--- config.mk ---
export PLATFORM = sky130hd
export DESIGN_NAME = scanline_sched
export DESIGN_NICKNAME = d
export VERILOG_FILES = /design/src/rtl/sched_pkg.sv /design/src/rtl/sched_line_timer.sv /design/src/rtl/sched_cd_timer.sv /design/src/rtl/sched_irq_status.sv /design/src/rtl/scanline_sched.sv
export SDC_FILE = /design/constraint.sdc
export NUM_CORES = 1
export LEC_CHECK = 0
export BUFFER_PORTS_ARGS = -buffer_cell sky130_fd_sc_hd__buf_2
export CAP_MARGIN = 30
export CORE_ASPECT_RATIO = 1.25
export CORE_MARGIN = 10
export CORE_UTILIZATION = 50
export DETAILED_ROUTE_END_ITERATION = 16
export GPL_TIMING_DRIVEN = 0
export PLACE_DENSITY = 0.8
export SETUP_SLACK_MARGIN = 0.3
export SLEW_MARGIN = 20
export SYNTH_ARGS = -nofsm -noshare
export SYNTH_HDL_FRONTEND = slang
export SYNTH_HIERARCHICAL = 1
export SYNTH_SLANG_ARGS = --single-unit
--- constraint.sdc ---
create_clock -name clk -period 1.75 [get_ports clk]
set_input_delay 0.0875 -clock clk [delete_from_list [all_inputs] [get_ports clk]]
set_output_delay 0.0875 -clock clk [all_outputs]
set_load 0.005 [all_outputs]
--- src/rtl/sched_pkg.sv ---
package sched_pkg;
  localparam int CNT_W      = 24;
  localparam int NUM_TMR    = 3;
  localparam int STAT_W     = 8;
  localparam int LINE_CYC   = 114;
  localparam int REFRESH    = 9;
  localparam int LINES      = 312;
  localparam logic [15:0] IRQ_VEC = 16'hFFFE;
  localparam int FLAG_IDIS  = 2;
  localparam int FLAG_BRK   = 4;
  localparam int FLAG_ONE   = 5;
endpackage

--- src/rtl/sched_line_timer.sv ---
module sched_line_timer #(
  parameter int LINE_CYC = 114,
  parameter int REFRESH  = 9,
  parameter int LINES    = 312,
  parameter int PW       = $clog2(LINE_CYC),
  parameter int LW       = $clog2(LINES)
) (
  input  logic          clk,
  input  logic          rst_n,
  output logic [PW-1:0] pos,
  output logic [LW-1:0] line,
  output logic          stall
);
  localparam logic [PW-1:0] LAST_POS  = PW'(LINE_CYC - 1);
  localparam logic [PW-1:0] REF_END   = PW'(REFRESH);
  localparam logic [LW-1:0] LAST_LINE = LW'(LINES - 1);

  always_ff @(posedge clk) begin
    if (!rst_n) begin
      pos  <= '0;
      line <= '0;
    end else if (pos == LAST_POS) begin
      pos  <= '0;
      line <= (line == LAST_LINE) ? '0 : line + 1'b1;
    end else begin
      pos <= pos + 1'b1;
    end
  end

  assign stall = (pos < REF_END);

  // position wraps after the last cycle of a line
  a_r1_pos_wrap: assert property (@(posedge clk) disable iff (!rst_n)
    (pos == LAST_POS) |=> (pos == '0));
  // the stall window ends exactly at the refresh length
  a_r1_stall_end: assert property (@(posedge clk) disable iff (!rst_n)
    $fell(stall) |-> (pos == REF_END));
  // frame wrap
  a_r2_line_wrap: assert property (@(posedge clk) disable iff (!rst_n)
    (pos == LAST_POS && line == LAST_LINE) |=> (line == '0));
  // line index holds inside a line
  a_r2_line_hold: assert property (@(posedge clk) disable iff (!rst_n)
    (pos != LAST_POS) |=> $stable(line));
endmodule

--- src/rtl/sched_cd_timer.sv ---
module sched_cd_timer #(
  parameter int CNT_W = 24
) (
  input  logic             clk,
  input  logic             rst_n,
  input  logic [CNT_W-1:0] cnt,
  input  logic             wr,
  input  logic             en,
  input  logic [CNT_W-1:0] target,
  output logic             fire
);
  logic             armed;
  logic [CNT_W-1:0] tgt;

  assign fire = armed && (cnt == tgt);

  always_ff @(posedge clk) begin
    if (!rst_n) begin
      armed <= 1'b0;
      tgt   <= '0;
    end else if (wr) begin
      armed <= en;
      tgt   <= target;
    end else if (fire) begin
      armed <= 1'b0;
    end
  end

  // an expiry disarms the timer unless a write re-arms it
  a_r5_disarm: assert property (@(posedge clk) disable iff (!rst_n)
    (fire && !wr) |=> !armed);
  // a disarming write leaves the timer silent next cycle
  a_r4_disarm_wr: assert property (@(posedge clk) disable iff (!rst_n)
    (wr && !en) |=> !fire);
endmodule

--- src/rtl/sched_irq_status.sv ---
module sched_irq_status #(
  parameter int STAT_W  = 8,
  parameter int NUM_TMR = 3
) (
  input  logic               clk,
  input  logic               rst_n,
  input  logic [NUM_TMR-1:0] fire,
  input  logic               ack_wr,
  input  logic [STAT_W-1:0]  ack_mask,
  output logic [STAT_W-1:0]  status
);
  logic [STAT_W-1:0] clr_vec;
  logic [STAT_W-1:0] set_vec;

  assign clr_vec = STAT_W'(fire);
  assign set_vec = ack_wr ? ack_mask : '0;

  always_ff @(posedge clk) begin
    if (!rst_n) status <= '1;
    else        status <= (status | set_vec) & ~clr_vec;
  end

  for (genvar k = 0; k < NUM_TMR; k++) begin : g_chk
    // expiry clears the bit, also against a same-cycle acknowledge
    a_r5_fire_clears: assert property (@(posedge clk) disable iff (!rst_n)
      fire[k] |=> !status[k]);
    // a bit only falls after its own timer expired
    a_r5_no_spurious: assert property (@(posedge clk) disable iff (!rst_n)
      $fell(status[k]) |-> $past(fire[k]));
    // acknowledge without expiry restores the bit
    a_r6_ack_sets: assert property (@(posedge clk) disable iff (!rst_n)
      (ack_wr && ack_mask[k] && !fire[k]) |=> status[k]);
  end
endmodule

--- src/rtl/scanline_sched.sv ---
module scanline_sched
  import sched_pkg::*;
#(
  parameter int CW  = CNT_W,
  parameter int NT  = NUM_TMR,
  parameter int SW  = STAT_W,
  parameter int LC  = LINE_CYC,
  parameter int RC  = REFRESH,
  parameter int NL  = LINES,
  parameter int PW  = $clog2(LC),
  parameter int LW  = $clog2(NL),
  parameter int TSW = $clog2(NT)
) (
  input  logic           clk,
  input  logic           rst_n,
  input  logic           tmr_wr,
  input  logic [TSW-1:0] tmr_sel,
  input  logic           tmr_en,
  input  logic [CW-1:0]  tmr_target,
  input  logic           ack_wr,
  input  logic [SW-1:0]  ack_mask,
  input  logic [7:0]     cpu_flags,
  output logic [CW-1:0]  cyc_cnt,
  output logic [PW-1:0]  line_cyc,
  output logic [LW-1:0]  line_idx,
  output logic           stall,
  output logic [SW-1:0]  irq_status,
  output logic           irq_take,
  output logic [7:0]     push_flags,
  output logic [15:0]    irq_vector
);
  logic [NT-1:0] fire;

  always_ff @(posedge clk) begin
    if (!rst_n) cyc_cnt <= '0;
    else        cyc_cnt <= cyc_cnt + 1'b1;
  end

  sched_line_timer #(.LINE_CYC(LC), .REFRESH(RC), .LINES(NL), .PW(PW), .LW(LW)) u_line (
    .clk(clk), .rst_n(rst_n), .pos(line_cyc), .line(line_idx), .stall(stall)
  );

  for (genvar k = 0; k < NT; k++) begin : g_tmr
    logic sel_k;
    assign sel_k = tmr_wr && (tmr_sel == TSW'(k));
    sched_cd_timer #(.CNT_W(CW)) u_tmr (
      .clk(clk), .rst_n(rst_n), .cnt(cyc_cnt), .wr(sel_k), .en(tmr_en),
      .target(tmr_target), .fire(fire[k])
    );
  end

  sched_irq_status #(.STAT_W(SW), .NUM_TMR(NT)) u_stat (
    .clk(clk), .rst_n(rst_n), .fire(fire), .ack_wr(ack_wr), .ack_mask(ack_mask),
    .status(irq_status)
  );

  assign irq_take = !cpu_flags[FLAG_IDIS] && (irq_status != '1);

  always_comb begin
    push_flags           = cpu_flags;
    push_flags[FLAG_ONE] = 1'b1;
    push_flags[FLAG_BRK] = 1'b0;
  end

  assign irq_vector = IRQ_VEC;

  // free-running counter advances by one each clock
  a_r3_count_step: assert property (@(posedge clk) disable iff (!rst_n)
    1'b1 |=> (cyc_cnt == $past(cyc_cnt) + 1'b1));
  // no request while interrupts are masked
  a_r8_masked: assert property (@(posedge clk) disable iff (!rst_n)
    cpu_flags[FLAG_IDIS] |-> !irq_take);
endmodule

======== After elaboration in Yosys (flattened, before gate mapping) ========
Cells that the tools add are included.
storage, ports and cells
  output and inout bits ................... 74
  flip-flop bits (word level) ............. 123
  input bits .............................. 47
  word-level logic and storage cells ...... 47
  bits in writable memories ............... 0
  memories kept ........................... 0
  bits in read-only memories .............. 0
  bits in latches ......................... 0
operators by class
  equality and inequality tests ........... 8
  bitwise operators ....................... 4
  $lt $le $gt $ge ......................... 1
  add/subtract/negate cells ............... 3
  div/mod/pow operators ................... 0
  $mul .................................... 0
  muxes and demuxes ....................... 8
  shifts and indexed selects .............. 0
  reduce and logical (&&, ||, !) cells .... 13
operators by type and width
  operator                                                    number
  equality test 24 bit                                        3
  adder 24 x 1 -> 24 bit, second input constant               1
  adder 9 x 1 -> 9 bit, second input constant                 1
  equality test 9 bit, second input constant                  1
  2-to-1 mux 9 bit                                            1
  AND 8 bit                                                   1
  2-to-1 mux 8 bit                                            1
  != test 8 bit, second input constant                        1
  inverter 3 -> 8 bit                                         1
  OR 8 bit                                                    1
  adder 7 x 1 -> 7 bit, second input constant                 1
  equality test 7 bit, second input constant                  1
  logical AND 1 bit                                           7
  less-than comparator 7 x 4 -> 1 bit, second input constant  1
  2-to-1 mux 1 bit                                            6
  nonzero test 2 bit                                          3
  equality test 2 x 1 -> 1 bit, second input constant         1
  equality test 2 bit, second input constant                  1
  zero test 2 bit                                             1
  OR reduction 2 bit                                          1
  zero test 1 bit                                             1
  inverter 1 bit                                              1

======== Depth between registers and ports, before layout ========
  depth in word-level cells ............... 4
  depth in mapped cells ................... 6
  gate-level depth less buffers ........... 6

======== Cells and area by module ========
Netlist, hierarchy kept.
by module, submodules not included
  module            area an instance (um^2)  seq. area each (um^2)  times used  cells each
  sched_cd_timer    1,204.9                  500.5                  3           114
  scanline_sched    1,336.3                  480.5                  1           155
  sched_line_timer  769.5                    320.3                  1           80
  sched_irq_status  269.0                    160.2                  1           25

======== Worst setup path after synthesis ========
Ideal clock, no wire load.
  path kind ............................... register to register
  start point ............................. register cyc_cnt[0]
  end point ............................... register cyc_cnt[20]
  required time ........................... 1.680 ns
  setup time .............................. 0.070 ns
  clock period less this slack ............ 1.748 ns
  path slack .............................. 0.002 ns
  cell stages (with the launch flop) ...... 6
  path buffers ............................ 1
  arrival time ............................ 1.677 ns
  path through ............................ dfxtp_1 > ha_1 > nand4_1 > clkbuf_1 > or4b_1 > a21oi_1
on the way
  cells in the longest elaborated chain, start to end .. 1
ends and longest elaborated chain
  what                      RTL line              RTL
  start: declaration        scanline_sched.sv:23  output logic [CW-1:0] cyc_cnt,
  start signal: assignment  scanline_sched.sv:36  else cyc_cnt <= cyc_cnt + 1'b1;
  adder 24 x 1 -> 24 bit    scanline_sched.sv:36
Every way passes these cells.
A chain may end at the register's enable or synchronous reset.

======== Worst setup path in the final report ========
  start point ............................. register cyc_cnt[19]
  end point ............................... register u_stat.status[0]
on the way
  cells in the longest elaborated chain, start to end .. 4
ends and longest elaborated chain
  what                    RTL line                RTL
  equality test 24 bit    sched_cd_timer.sv:15    assign fire = armed && (cnt == tgt);
  logical AND 1 bit       sched_cd_timer.sv:15
  named net fire[0]       scanline_sched.sv:32    logic [NT-1:0] fire;
  inverter 3 -> 8 bit     sched_irq_status.sv:20  else status <= (status | set_vec) & ~clr_vec;
  AND 8 bit               sched_irq_status.sv:20
  end signal: assignment  sched_irq_status.sv:20
  end: declaration        sched_irq_status.sv:10  output logic [STAT_W-1:0] status
The timed path passes the listed nets, and every way through them passes these cells.

==> summary.md <==
| Metric | Value |
|---|---|
| Area of the multi-input gates | `3650 um^2` |
| Post-Synthesis Cells | `602` |
| Final setup vio count | `1` |
| RSZ-0062 raised after global routing | `yes` |
| Vias | `5546` |
| Post-Route WL | `21300 um` |
| Switch share | `23.3%` |
| Worst setup EP type | `register` |
| DRC violations left | `0` |
| Design internal power | `5.74 mW` |
| CP Class | `register to register` |
| H-tree Lvls | `4` |
| Root buffer cell | `clkbuf_16` |
| Synthesized area | `5990 um^2` |
| Leak | `3.57 nW` |
| Area Overhead vs Synth | `43.1%` |
| Ys async rst share | `0%` |
| DRT iter0 DRCs | `429` |
| FF+latch area | `2570 um^2` |
| Antenna cell count | `0` |
| Register bit count reported by yosys | `123` |
| Total number of yosys warnings | `6` |
| Worst-skew pair later-pin latency | `0.42 ns` |
| Area after DPL | `6810 um^2` |
| Largest net degree at the start of global routing | `39` |
| First-pass GRT wire length | `30700 um` |
| Initial Util | `51.3%` |
| Post-synth EDFFs | `0` |
| Slew Limit Fails | `0` |
| Sw power | `1.75 mW` |
| Slowest CP cell | `nor4_2` |
| Commonest register cell after synthesis | `dfxtp_1` |
| Finished Layout Cells | `981` |
| Post-route cell area | `8570 um^2` |
| Drt pass-1 iters | `5` |
| TritonCTS Buffers | `17` |
| Filler instances | `715` |
| Width of the die | `118 um` |
| Most common cell after layout, fill and taps aside | `buf_2` |
| Worst Path Required | `2.00 ns` |
| CTS tree | `yes` |
| Setup TNS | `-0.00776 ns` |
| Core ar. | `11700 um^2` |
| Worst vdd ir | `0.721 mV` |
| Post-synthesis sequential area ratio | `41.1%` |
| Critical path, cell by cell | `xor2_1 -> nor4_2 -> nand3_1 -> nor4_4 -> o21ai_1` |
| Via density | `5.65` |
| Final ANT Viol Nets | `0` |
| Cell Count Post-Placement | `873` |
| Tmin final | `1.76 ns` |
| Avg Synthesized Cell Area | `9.95 um^2` |
| Setup WS pre-CTS | `-0.0353 ns` |
| Power Density | `874 nW/um^2` |
| Clock transition at path regs | `0.06 ns` |
| Power share of the combinational group | `9.8%` |
| GR Util All Layers | `22.8%` |
| Hold/Removal Path Class | `input pin to register` |
| Most frequent cells in the layout | `104 x buf_2, 93 x dfxtp_1, 72 x mux2i_1, 72 x nor2b_1, 58 x buf_4` |
| Fin worst setup slack | `-0.00776 ns` |
| Die area | `16800 um^2` |
| DIE HEIGHT | `142 um` |
| Max clock buf depth | `2` |
| CP Launch Type | `register` |
| Layout Nets | `858` |
| Clk pwr share | `51.3%` |
| Rel. slew slack | `53.8%` |
| Final period utilization | `100%` |
| Flop pwr share | `38.9%` |
| Maximum capacitance violations | `0` |
| Post-DP HPWL | `11700 um` |
| GP Congestion | `0.839` |
| Unique masters post-synth | `46` |
| Hold_ws | `0.0334 ns` |
| Final Hold Fails | `0` |
| Cell Rows | `44` |
| Number of global-route vias before repair | `5736` |
| Max FO, Critical Path | `7` |
| Share of cells above drive strength 1 | `36.8%` |
| Run status | `finished with violations` |
| Port buffer count | `94` |
| Clock sinks | `123` |
| Max Clock Skew | `0.00933 ns` |
| Violated checks | `setup timing` |
| Wire per inst | `21.7 um` |
| Crit path arrival time | `2.01 ns` |
| Ports | `121` |
| Initial antenna violation count | `0` |
| Measured slew at the worst slew-check pin | `0.693 ns` |
| Slowest cell delay on critical path | `0.42 ns` |
| Fmax | `569 MHz` |
| Total congestion overflow | `0` |
## registers in the layout, summed over array words and instances (netlist names)
name and count:
cyc_cnt 24, g_tmr.u_tmr/armed 3, g_tmr.u_tmr/tgt 72, u_line/line 9, u_line/pos 7, u_stat/status 8
## synth_stat cells (all sizes together) (9+ instances only)
cell      n  area share, %
mux2i    72             12
dfxtp   123             41
buf      37            4.5
nand4    21            2.8
xor2     57            8.3
a21oi    14            1.4
nor2b    72            7.5
o31ai    11            1.4
nor4     16            2.2
clkbuf    9           0.56
nor2     31            2.0
xnor2    39            5.7
nand2    20            1.4
nand3    21            1.8
## final timing paths
| kind | from | cells after the start | slack [ns] | endpoint |
|---|---|---|---|---|
| min reg2reg | u_stat/status[6]$_SDFF_PN1_ | 1 | 0.47 | u_stat/status[6]$_SDFF_PN1_ |
| min | tmr_target[17] | 3 | 0.03 | g_tmr[0].u_tmr/tgt[17]$_SDFFE_PN0P_ |
| max | cyc_cnt[19]$_SDFF_PN0_ | 5 | -0.008 | u_stat/status[0]$_SDFF_PN1_ |
| max reg2reg | cyc_cnt[19]$_SDFF_PN0_ | 5 | -0.008 | u_stat/status[0]$_SDFF_PN1_ |
## power by group through the flow
stage                     logic, mW  clock network (mW)  registers, mW
after global routing          0.769                3.98           2.92
after CTS                     0.642                3.83           2.91
after global placement        0.528                   0           2.98
after floorplan               0.352                   0           2.98
final                         0.731                3.84           2.91
after detailed placement      0.541                   0           2.99
## layer usage
layer	wire (um)	vias up	global-route usage (%)
met1	7780	2661	23.2
met3	1710	88	5.88
met5	0	-	0
li1	-	2448	-
met4	1140	0	13.5
met2	10700	349	41.6
## worst max-delay path, delay by kind of cell (launching register included)
kind	cells	cell delay, ns
and+or+nand+nor	3	0.87
xor gates and xnor gates	1	0.21
DFF	1	0.38
AOI/OAI and AO/OA	1	0.13
## metrics by stage
| step | util, % | power (mW) |
|---|---|---|
| final | 73.4 | 7.49 |
| after global routing | 73.4 | 7.67 |
| after CTS | 70.6 | 7.39 |
| after detailed placement | 58.4 | 3.53 |
| after global placement | 58.4 | 3.51 |
| after floorplan | - | 3.33 |
## what timing repair did
action                     4_1_cts  5_1_grt
setup buffers                   23       12
hold endpoints to repair        69        0
pin swaps                       26       34
setup endpoints to repair       37       36
gates cloned                     1        1
hold buffers                    39        0
resized for setup               52       41
## cells by family (layout without fill, tap and decap cells)
group | Yosys count | after routing | synth area share [%]
multiplexers | 72 | 72 | 12.0
XOR/XNOR | 96 | 96 | 14.0
AO/OA/AOI/OAI | 34 | 34 | 3.78
flip-flops | 123 | 123 | 41.1
other | 2 | 18 | 0.125
adder cells (fa/ha/maj) | 4 | 4 | 0.836
buffers and inverters | 50 | 252 | 5.33
AND/OR/NAND/NOR | 221 | 221 | 22.7
## layout make-up
cell class | instances | area share, %
timing repair buffer | 170 | 13.5
clock inverter | 7 | 1.08
multi-input combinational | 445 | 42.6
inverter | 4 | 0.175
buffer | 46 | 3.71
sequential | 123 | 30.0
clock buffer | 25 | 6.64
tap | 161 | 2.35
No activity file was read; power rests on OpenSTA's default activity.
